===== src/rtl/adc_seq_pkg.sv =====
package adc_seq_pkg;
    typedef enum logic [2:0] {
        ST_IDLE,
        ST_SWITCH,
        ST_SETUP,
        ST_CONVERT,
        ST_CAPTURE,
        ST_DONE
    } seq_state_e;

    localparam int SEL_DIV   = 0;
    localparam int SEL_MASK  = 1;
    localparam int SEL_UPPER = 2;
    localparam int SEL_LOWER = 3;
endpackage


===== src/rtl/adc_phase_len.sv =====
module adc_phase_len #(
    parameter int DIVW    = 16,
    parameter int SHW     = 6,
    parameter int SW_OFS  = 3,
    parameter int SW_MUL  = 2,
    parameter int SU_OFS  = 1,
    parameter int SU_MUL  = 2,
    parameter int CV_OFS  = 1,
    parameter int CV_MUL  = 24,
    parameter int CW      = DIVW + 2
) (
    input  logic [DIVW-1:0] div,
    output logic [CW-1:0]   sw_len,
    output logic [CW-1:0]   setup_len,
    output logic [CW-1:0]   conv_len
);
    logic [CW-1:0] short_f;
    logic [CW-1:0] full_f;

    assign short_f   = CW'(div[SHW-1:0]);
    assign full_f    = CW'(div);
    assign sw_len    = CW'((short_f + CW'(SW_OFS)) * CW'(SW_MUL));
    assign setup_len = CW'((full_f + CW'(SU_OFS)) * CW'(SU_MUL));
    assign conv_len  = CW'((short_f + CW'(CV_OFS)) * CW'(CV_MUL));
endmodule


===== src/rtl/adc_phase_timer.sv =====
module adc_phase_timer #(
    parameter int CW = 18
) (
    input  logic          clk,
    input  logic          rst_n,
    input  logic          load,
    input  logic [CW-1:0] load_val,
    output logic [CW-1:0] cnt,
    output logic          last
);
    always_ff @(posedge clk or negedge rst_n) begin
        if (!rst_n) begin
            cnt <= '0;
        end else if (load) begin
            cnt <= load_val;
        end else if (cnt != '0) begin
            cnt <= cnt - CW'(1);
        end
    end

    assign last = (cnt == CW'(1));
endmodule


===== src/rtl/adc_low_pick.sv =====
module adc_low_pick #(
    parameter int N  = 8,
    parameter int IW = 3
) (
    input  logic [N-1:0]  vec,
    output logic [N-1:0]  onehot,
    output logic [IW-1:0] idx
);
    assign onehot = vec & (~vec + N'(1));

    always_comb begin
        idx = '0;
        for (int i = N - 1; i >= 0; i--) begin
            if (vec[i]) idx = IW'(i);
        end
    end
endmodule


===== src/rtl/adc_window_cmp.sv =====
module adc_window_cmp #(
    parameter int DW = 10
) (
    input  logic [DW-1:0] value,
    input  logic [DW-1:0] lo,
    input  logic [DW-1:0] hi,
    output logic          outside
);
    assign outside = (value < lo) || (value > hi);
endmodule


===== src/rtl/adc_phase_seq.sv =====
module adc_phase_seq
    import adc_seq_pkg::*;
#(
    parameter int NCH  = 8,
    parameter int DW   = 10,
    parameter int DIVW = 16,
    parameter int CHW  = (NCH > 1) ? $clog2(NCH) : 1
) (
    input  logic            clk,
    input  logic            rst_n,
    input  logic            wr_en,
    input  logic [1:0]      wr_sel,
    input  logic [DIVW-1:0] wr_data,
    input  logic            start,
    output logic [NCH-1:0]  ch_sel,
    output logic            sw_en,
    output logic            setup_en,
    output logic            conv_en,
    input  logic [DW-1:0]   adc_data,
    output logic            res_valid,
    output logic [CHW-1:0]  res_chan,
    output logic [DW-1:0]   res_data,
    output logic            res_oow,
    output logic            done
);
    localparam int CW = DIVW + 2;
    localparam logic [DIVW-1:0] DIV_RST = {DIVW{1'b1}};

    seq_state_e      state_q, state_d;
    logic [DIVW-1:0] div_q;
    logic [NCH-1:0]  mask_q;
    logic [DW-1:0]   upper_q, lower_q;
    logic [NCH-1:0]  pend_q, pend_d;
    logic [NCH-1:0]  low_oh;
    logic [CHW-1:0]  low_idx;
    logic [CW-1:0]   sw_len, setup_len, conv_len;
    logic [CW-1:0]   tmr_val, tmr_cnt;
    logic            tmr_load, tmr_last;
    logic            capture, outside;
    logic            seq_idle;

    // configuration fields
    always_ff @(posedge clk or negedge rst_n) begin
        if (!rst_n) begin
            div_q   <= DIV_RST;
            mask_q  <= '0;
            upper_q <= '0;
            lower_q <= '0;
        end else if (wr_en) begin
            unique case (wr_sel)
                2'(SEL_DIV):   div_q   <= wr_data;
                2'(SEL_MASK):  mask_q  <= wr_data[NCH-1:0];
                2'(SEL_UPPER): upper_q <= wr_data[DW-1:0];
                2'(SEL_LOWER): lower_q <= wr_data[DW-1:0];
                default:       ;
            endcase
        end
    end

    adc_phase_len #(.DIVW(DIVW), .CW(CW)) u_len (
        .div       (div_q),
        .sw_len    (sw_len),
        .setup_len (setup_len),
        .conv_len  (conv_len)
    );

    adc_phase_timer #(.CW(CW)) u_tmr (
        .clk      (clk),
        .rst_n    (rst_n),
        .load     (tmr_load),
        .load_val (tmr_val),
        .cnt      (tmr_cnt),
        .last     (tmr_last)
    );

    adc_low_pick #(.N(NCH), .IW(CHW)) u_pick (
        .vec    (pend_q),
        .onehot (low_oh),
        .idx    (low_idx)
    );

    adc_window_cmp #(.DW(DW)) u_win (
        .value   (adc_data),
        .lo      (lower_q),
        .hi      (upper_q),
        .outside (outside)
    );

    // next state and phase reloads
    always_comb begin
        state_d  = state_q;
        pend_d   = pend_q;
        tmr_load = 1'b0;
        tmr_val  = '0;
        capture  = 1'b0;
        unique case (state_q)
            ST_IDLE: begin
                if (start) begin
                    if (mask_q == '0) begin
                        state_d = ST_DONE;
                    end else begin
                        state_d  = ST_SWITCH;
                        pend_d   = mask_q;
                        tmr_load = 1'b1;
                        tmr_val  = sw_len;
                    end
                end
            end
            ST_SWITCH: begin
                if (tmr_last) begin
                    state_d  = ST_SETUP;
                    tmr_load = 1'b1;
                    tmr_val  = setup_len;
                end
            end
            ST_SETUP: begin
                if (tmr_last) begin
                    state_d  = ST_CONVERT;
                    tmr_load = 1'b1;
                    tmr_val  = conv_len;
                end
            end
            ST_CONVERT: begin
                if (tmr_last) state_d = ST_CAPTURE;
            end
            ST_CAPTURE: begin
                capture = 1'b1;
                pend_d  = pend_q & ~low_oh;
                if (pend_d == '0) begin
                    state_d = ST_DONE;
                end else begin
                    state_d  = ST_SWITCH;
                    tmr_load = 1'b1;
                    tmr_val  = sw_len;
                end
            end
            ST_DONE: state_d = ST_IDLE;
            default: state_d = ST_IDLE;
        endcase
    end

    // state register
    always_ff @(posedge clk or negedge rst_n) begin
        if (!rst_n) begin
            state_q <= ST_IDLE;
            pend_q  <= '0;
        end else begin
            state_q <= state_d;
            pend_q  <= pend_d;
        end
    end

    // result capture
    always_ff @(posedge clk or negedge rst_n) begin
        if (!rst_n) begin
            res_valid <= 1'b0;
            res_chan  <= '0;
            res_data  <= '0;
            res_oow   <= 1'b0;
        end else begin
            res_valid <= capture;
            if (capture) begin
                res_chan <= low_idx;
                res_data <= adc_data;
                res_oow  <= outside;
            end
        end
    end

    // state-decoded outputs
    always_comb begin
        sw_en    = 1'b0;
        setup_en = 1'b0;
        conv_en  = 1'b0;
        done     = 1'b0;
        ch_sel   = '0;
        unique case (state_q)
            ST_IDLE:    ;
            ST_SWITCH:  begin sw_en    = 1'b1; ch_sel = low_oh; end
            ST_SETUP:   begin setup_en = 1'b1; ch_sel = low_oh; end
            ST_CONVERT: begin conv_en  = 1'b1; ch_sel = low_oh; end
            ST_CAPTURE: ch_sel = low_oh;
            ST_DONE:    done = 1'b1;
            default:    ;
        endcase
    end

    assign seq_idle = (state_q == ST_IDLE);
endmodule


===== config.mk =====
export PLATFORM = sky130hd
export DESIGN_NAME = adc_phase_seq
export DESIGN_NICKNAME = d
export VERILOG_FILES = /design/src/rtl/adc_seq_pkg.sv /design/src/rtl/adc_phase_len.sv /design/src/rtl/adc_phase_timer.sv /design/src/rtl/adc_low_pick.sv /design/src/rtl/adc_window_cmp.sv /design/src/rtl/adc_phase_seq.sv
export SDC_FILE = /design/constraint.sdc
export NUM_CORES = 1
export LEC_CHECK = 0
export ABC_AREA = 1
export CORE_MARGIN = 10
export CORE_UTILIZATION = 55
export DETAILED_ROUTE_END_ITERATION = 8
export MAX_ROUTING_LAYER = met4
export PLACE_DENSITY = 0.78
export SLEW_MARGIN = 5
export SYNTH_ARGS = -nofsm -noshare
export SYNTH_HDL_FRONTEND = slang
export SYNTH_SLANG_ARGS = --single-unit

===== constraint.sdc =====
create_clock -name clk -period 6.57 [get_ports clk]
set_input_delay 1.314 -clock clk [delete_from_list [all_inputs] [get_ports clk]]
set_output_delay 1.314 -clock clk [all_outputs]
set_load 0.005 [all_outputs]

; Word-level counts from Yosys, hierarchy flattened
; Cells that the tools add are included.
[totals]
ff_bits = 88
input_bits = 32
out_inout_bits = 27
word_cells = 90
[op_classes]
add_sub_neg = 5
multipliers = 1
n_lt_le_gt_ge = 2
eq_ne = 14
n_mux = 37
bitwise_logic = 4
reduce_logical = 16
[ops]
columns = cell, count
row1 = two-way mux 18 bit, 7
row2 = case mux 18 bit (4 select lines), 1
row3 = two-way mux 3 bit, 14
row4 = two-way mux 8 bit, 3
row5 = "equality test 18 x 1 -> 1 bit, second input constant", 1
row6 = "multiplier 18 x 2 -> 15 bit, second input constant", 1
row7 = nonzero test 18 bit, 1
row8 = "subtractor 18 x 1 -> 18 bit, second input constant", 1
row9 = "adder 16 x 1 -> 17 bit, second input constant", 1
row10 = AND 8 bit, 2
row11 = logical NOT 8 bit, 2
row12 = NOT 8 bit, 2
row13 = case mux 8 bit (2 select lines), 1
row14 = case mux 3 bit (5 select lines), 1
row15 = > comparator 10 bit, 1
row16 = < comparator 10 bit, 1
row17 = "!= test 2 bit, second input constant", 5
row18 = two-way mux 1 bit, 9
row19 = "adder 8 x 1 -> 8 bit, second input constant", 1
row20 = AND reduction 2 bit, 4
row21 = "adder 6 x 1 -> 7 bit, second input constant", 1
row22 = "adder 6 x 2 -> 7 bit, second input constant", 1
row23 = "equality test 3 x 2 -> 1 bit, second input constant", 2
row24 = "equality test 3 bit, second input constant", 2
row25 = other kinds (12), 14

; Longest topological paths before layout
[logic_depth]
depth_word = 9
ltp_mapped = 18
mapped_depth_nobuf = 17

; Modules after synthesis
; From an unflattened synthesis, not the netlist that was laid out.
[hier_totals]
cells_unflattened = 913
area_unflattened_um2 = 6401.1
[by_module_without_submodules]
columns = mod, instances, cells_each, area_per_inst_um2, seq_area_each_um2
row1 = adc_phase_seq, 1, 445, 3427.0, 1771.7
row2 = adc_phase_timer, 1, 192, 1270.0, 450.4
row3 = adc_phase_len, 1, 154, 996.0, 0.0
row4 = adc_window_cmp, 1, 89, 535.5, 0.0
row5 = adc_low_pick, 1, 33, 172.7, 0.0

; Worst setup path before layout
; No wires, ideal clock.
[synth_path]
path_kind = register to output
start = reg state_q[0]
end = out ch_sel[7]
t_arrival_ns = 1.435
required_ns = 5.256
slack_ns = 3.821
stages_incl_launch_ff = 7
path_buffers = 0
path_cell_list = dfrtp_1 > nor2_1 > inv_2 > nor2_4 > nor2_1 > or2_2 > nor3_1
[synth_between]
elab_chain_cells = 3
word_cells_on_any_way = 6
classes_between = eq/ne: 4 / mux: 1 / reduce/logical: 1
[synth_rtl]
columns = item, line
row1 = from (decl), adc_phase_seq.sv:29  ; seq_state_e state_q, state_d;
row2 = from (signal assigned), adc_phase_seq.sv:148  ; state_q <= state_d;
row3 = equality test 3 x 2 -> 1 bit (tied with other cells), adc_phase_seq.sv:177  ; unique case (state_q)
row4 = OR reduction 4 bit (no source line) (*), --
row5 = two-way mux 8 bit (*), adc_phase_seq.sv:177
row6 = to (decl), adc_phase_seq.sv:15  ; output logic [NCH-1:0] ch_sel,
; Mark *: on every way between the ends. The rest lies on a longest branch, timed or not.

; Worst setup path in the final report
; Ends and elaborated chain as after synthesis.

==> flow_summary.yaml <==
timing:
  max_slew_margin: 0.271
  whs_ns: 0.480
  fin_tns_setup_ns: 0
  skew_ns: 0.00954
  drv_slew: 0
  tightestPinTransition_ns: 1.09
  rsz0062_at_grt: "false"
  layout_min_cycle_time_ns: 4.43
  final-hold-violation-count: 0
  setup-violations-final: 0
  fmax_mhz: 226
  post-route-period-util: 0.674
yosys:
  async_flop_share: 1.00
  syn_inst: 778
  ys_ff_latch: 88
  synth_area_per_cell_sq_um: 7.39
  ys_seq_area_frac: 0.387
  syn_area_sq_mm: 0.00575
  synth_edf_count: 0
  synthFlopType: "dfrtp_1"
  syn_nets: 841
  synth-warning-count: 0
  yosys.cell_types.count: 45
route:
  viasPerCell: 5.54
  dr.pass1.iters: 5
  drc: 0
  postRouteAntennaNets: 0
  vias: 5365
  drtIter0Drc: 470
  routedWlPerCell_microns: 15.0
  wl_microns: 14500
worst_hold_path:
  min_path_type: "reg2reg"
clocking:
  clk_latency_ns: 0.36
  ctsRootBufferMaster: "clkbuf_8"
  clkSinkCount: 88
  cts_tree: "done"
  clk_path_buf_depth: 2
  cts_inserted_buffers: 9
  hold_buffers: 0
  htreeDepth: 3
  post_cts_resized: 0
  cts.clk_slew.worst_paths_ns: 0.09
  cts_setup_buffers: 0
floorplanning:
  rows: 37
  die_area_sq_mm: 0.0149
  dieHeight_microns: 122
  start_util: 0.559
  die-width_microns: 122
  io_pins: 59
  core_sq_mm: 0.0103
global_route:
  grt_start_max_net_pins: 89
  grt_use_total: 0.205
  antenna_found_initial: 0
  grt_pass1_vias: 5288
  grt_pass1_wl_microns: 24600
  grt_overflow: 0
power_and_ir_drop:
  vdd_ir_drop_max_mv: 0.122
  p_switching_uw: 389
  intPower_uw: 970
  leakagePower_uw: 0.00314
  pwr-share-clk: 0.336
  power_density_mw_per_mm2: 205
  p_seq_frac: 0.470
  combPwrFrac: 0.195
  switching_share: 0.286
worst_setup_path:
  arrival_ns: 3.11
  reg2reg_slack_ns: 3.69
  start_kind: "register"
  cpPeakStageDelay_ns: 0.58
  critPathMostFrequentCell: "nor2_1"
  crit_type: "reg2out"
  worstPathRequired_ns: 5.26
  cp_cell_sequence: "nor2_1 > inv_2 > nor2_4 > nor2_1 > or2_2 > nor3_1 > clkdlybuf4s50_1"
  end_kind: "output port"
  path_max_fanout: 35
  crit_slowest_cell: "nor2_4"
final_layout:
  final_util: 0.646
  fin_cells: 968
  fillCellCount: 906
  drive_above_1_share: 0.0793
  final_area_sq_mm: 0.00664
  nets: 890
  multi_input_comb_area_sq_mm: 0.00301
  register_area_sq_mm: 0.00222
  area_growth_pct: 15.6
  n_antenna_cell: 0
place:
  placed_cells: 952
  portBuffers: 58
  place_area_sq_mm: 0.00640
  place_congestion: 0.959
  place_hpwl_microns: 10900
run_status:
  status: "finished clean"
job:
  drv_cap: 0
## critical path: cells and delay by family (launching register included)
kind,cells,cell delay [ns]
simple gates,5,1.65
flops,1,0.46
buf+inv,2,0.62
## worst paths after layout
check                       startpoint  cells after the start            end
min                        res_data[9]                      2    res_data[9]
max in group asynchronous        rst_n                      1  u_tmr.cnt[16]
max                         state_q[0]                      7      ch_sel[7]
min reg2reg                res_data[9]                      2    res_data[9]
max reg2reg                 state_q[0]                     10   u_tmr.cnt[6]
min in group asynchronous        rst_n                      1      pend_q[4]
## layer usage
layer  wire, microns  global-route usage  share of wire
met2            6930               0.334           0.48
met1            6500               0.256           0.45
met5               0                   -              0
met3             738              0.0266          0.051
met4             318              0.0766          0.022
## power by group through the flow
stage,sequential (uW),combinational [uW],clock (uW)
CTS,638,265,462
global placement,644,248,0
global route,645,307,484
finish,639,265,456
floorplan,631,190,0
detailed placement,647,263,0
## placed cells by master (no fill, tap or decap), types with 3 or more instances in the layout
master and instances:
nand2_1 183, inv_1 104, dfrtp_1 72, nor2_1 69, nand3_1 64, o21ai_0 59, clkdlybuf4s50_1 57, a21oi_1 36
ha_1 30, nand4_1 17, nor3_1 16, dfstp_2 16, xor2_1 14, clkbuf_8 10, xnor2_1 9, o211ai_1 8
inv_2 7, nor2_4 5, or2_2 5, nor4_1 5, nor2_2 5, nand2_2 4, o31ai_1 3, clkbuf_1 3
bufinv_16 3
## state kept, by name, summed over array words and instances (netlist names)
name	flops
div_q	16
mask_q	8
state_q	3
upper_q	10
res_valid	1
lower_q	10
res_data	10
u_tmr.cnt	18
pend_q	8
res_oow	1
res_chan	3
## metrics by stage
stage / power, uW / setup WS, ns
after floorplan: 822 / 3.82
after global placement: 892 / 2.66
after detailed placement: 910 / 2.54
after CTS: 1360 / 2.12
after global routing: 1440 / 1.89
final: 1360 / 2.14
## layout make-up
class | instances | share of cell area
clock buffer | 13 | 0.0224
multi-input combinational | 558 | 0.453
sequential | 88 | 0.334
tap | 136 | 0.0256
clock inverter | 3 | 0.0136
inverter | 111 | 0.0627
timing repair buffer | 59 | 0.0881
## cells by family after synthesis
logic type,count (synthesis),share of synthesized area
and+or+nand+nor,384,0.304
buffers and inverters,132,0.0899
AOI/OAI and AO/OA,118,0.112
DFF,88,0.387
adders and majority gates,31,0.0688
xor gates and xnor gates,23,0.0350
muxes,2,0.00392
## Yosys cell counts (2+ instances only)
cell type,instances,area (sq um)
nand2_1,183,687
inv_1,104,390
dfrtp_1,72,1800
nor2_1,69,259
nand3_1,64,320
o21ai_0,59,295
a21oi_1,36,180
ha_1,30,375
nand4_1,17,106
dfstp_2,16,420
nor3_1,16,80.1
xor2_1,14,123
clkbuf_1,11,41.3
xnor2_1,9,78.8
o211ai_1,8,60.1
inv_2,7,26.3
buf_2,6,30.0
nor2_2,5,31.3
nor2_4,5,56.3
nor4_1,5,31.3
or2_2,5,31.3
nand2_2,4,25.0
o31ai_1,3,22.5
a21o_1,2,15.0
a31oi_1,2,12.5
and2_1,2,12.5
clkbuf_2,2,10.0
mux2_2,2,22.5
nand2_4,2,22.5
nand3b_1,2,15.0
o21bai_1,2,15.0
Note: power is estimated with default switching activity, not from simulation.
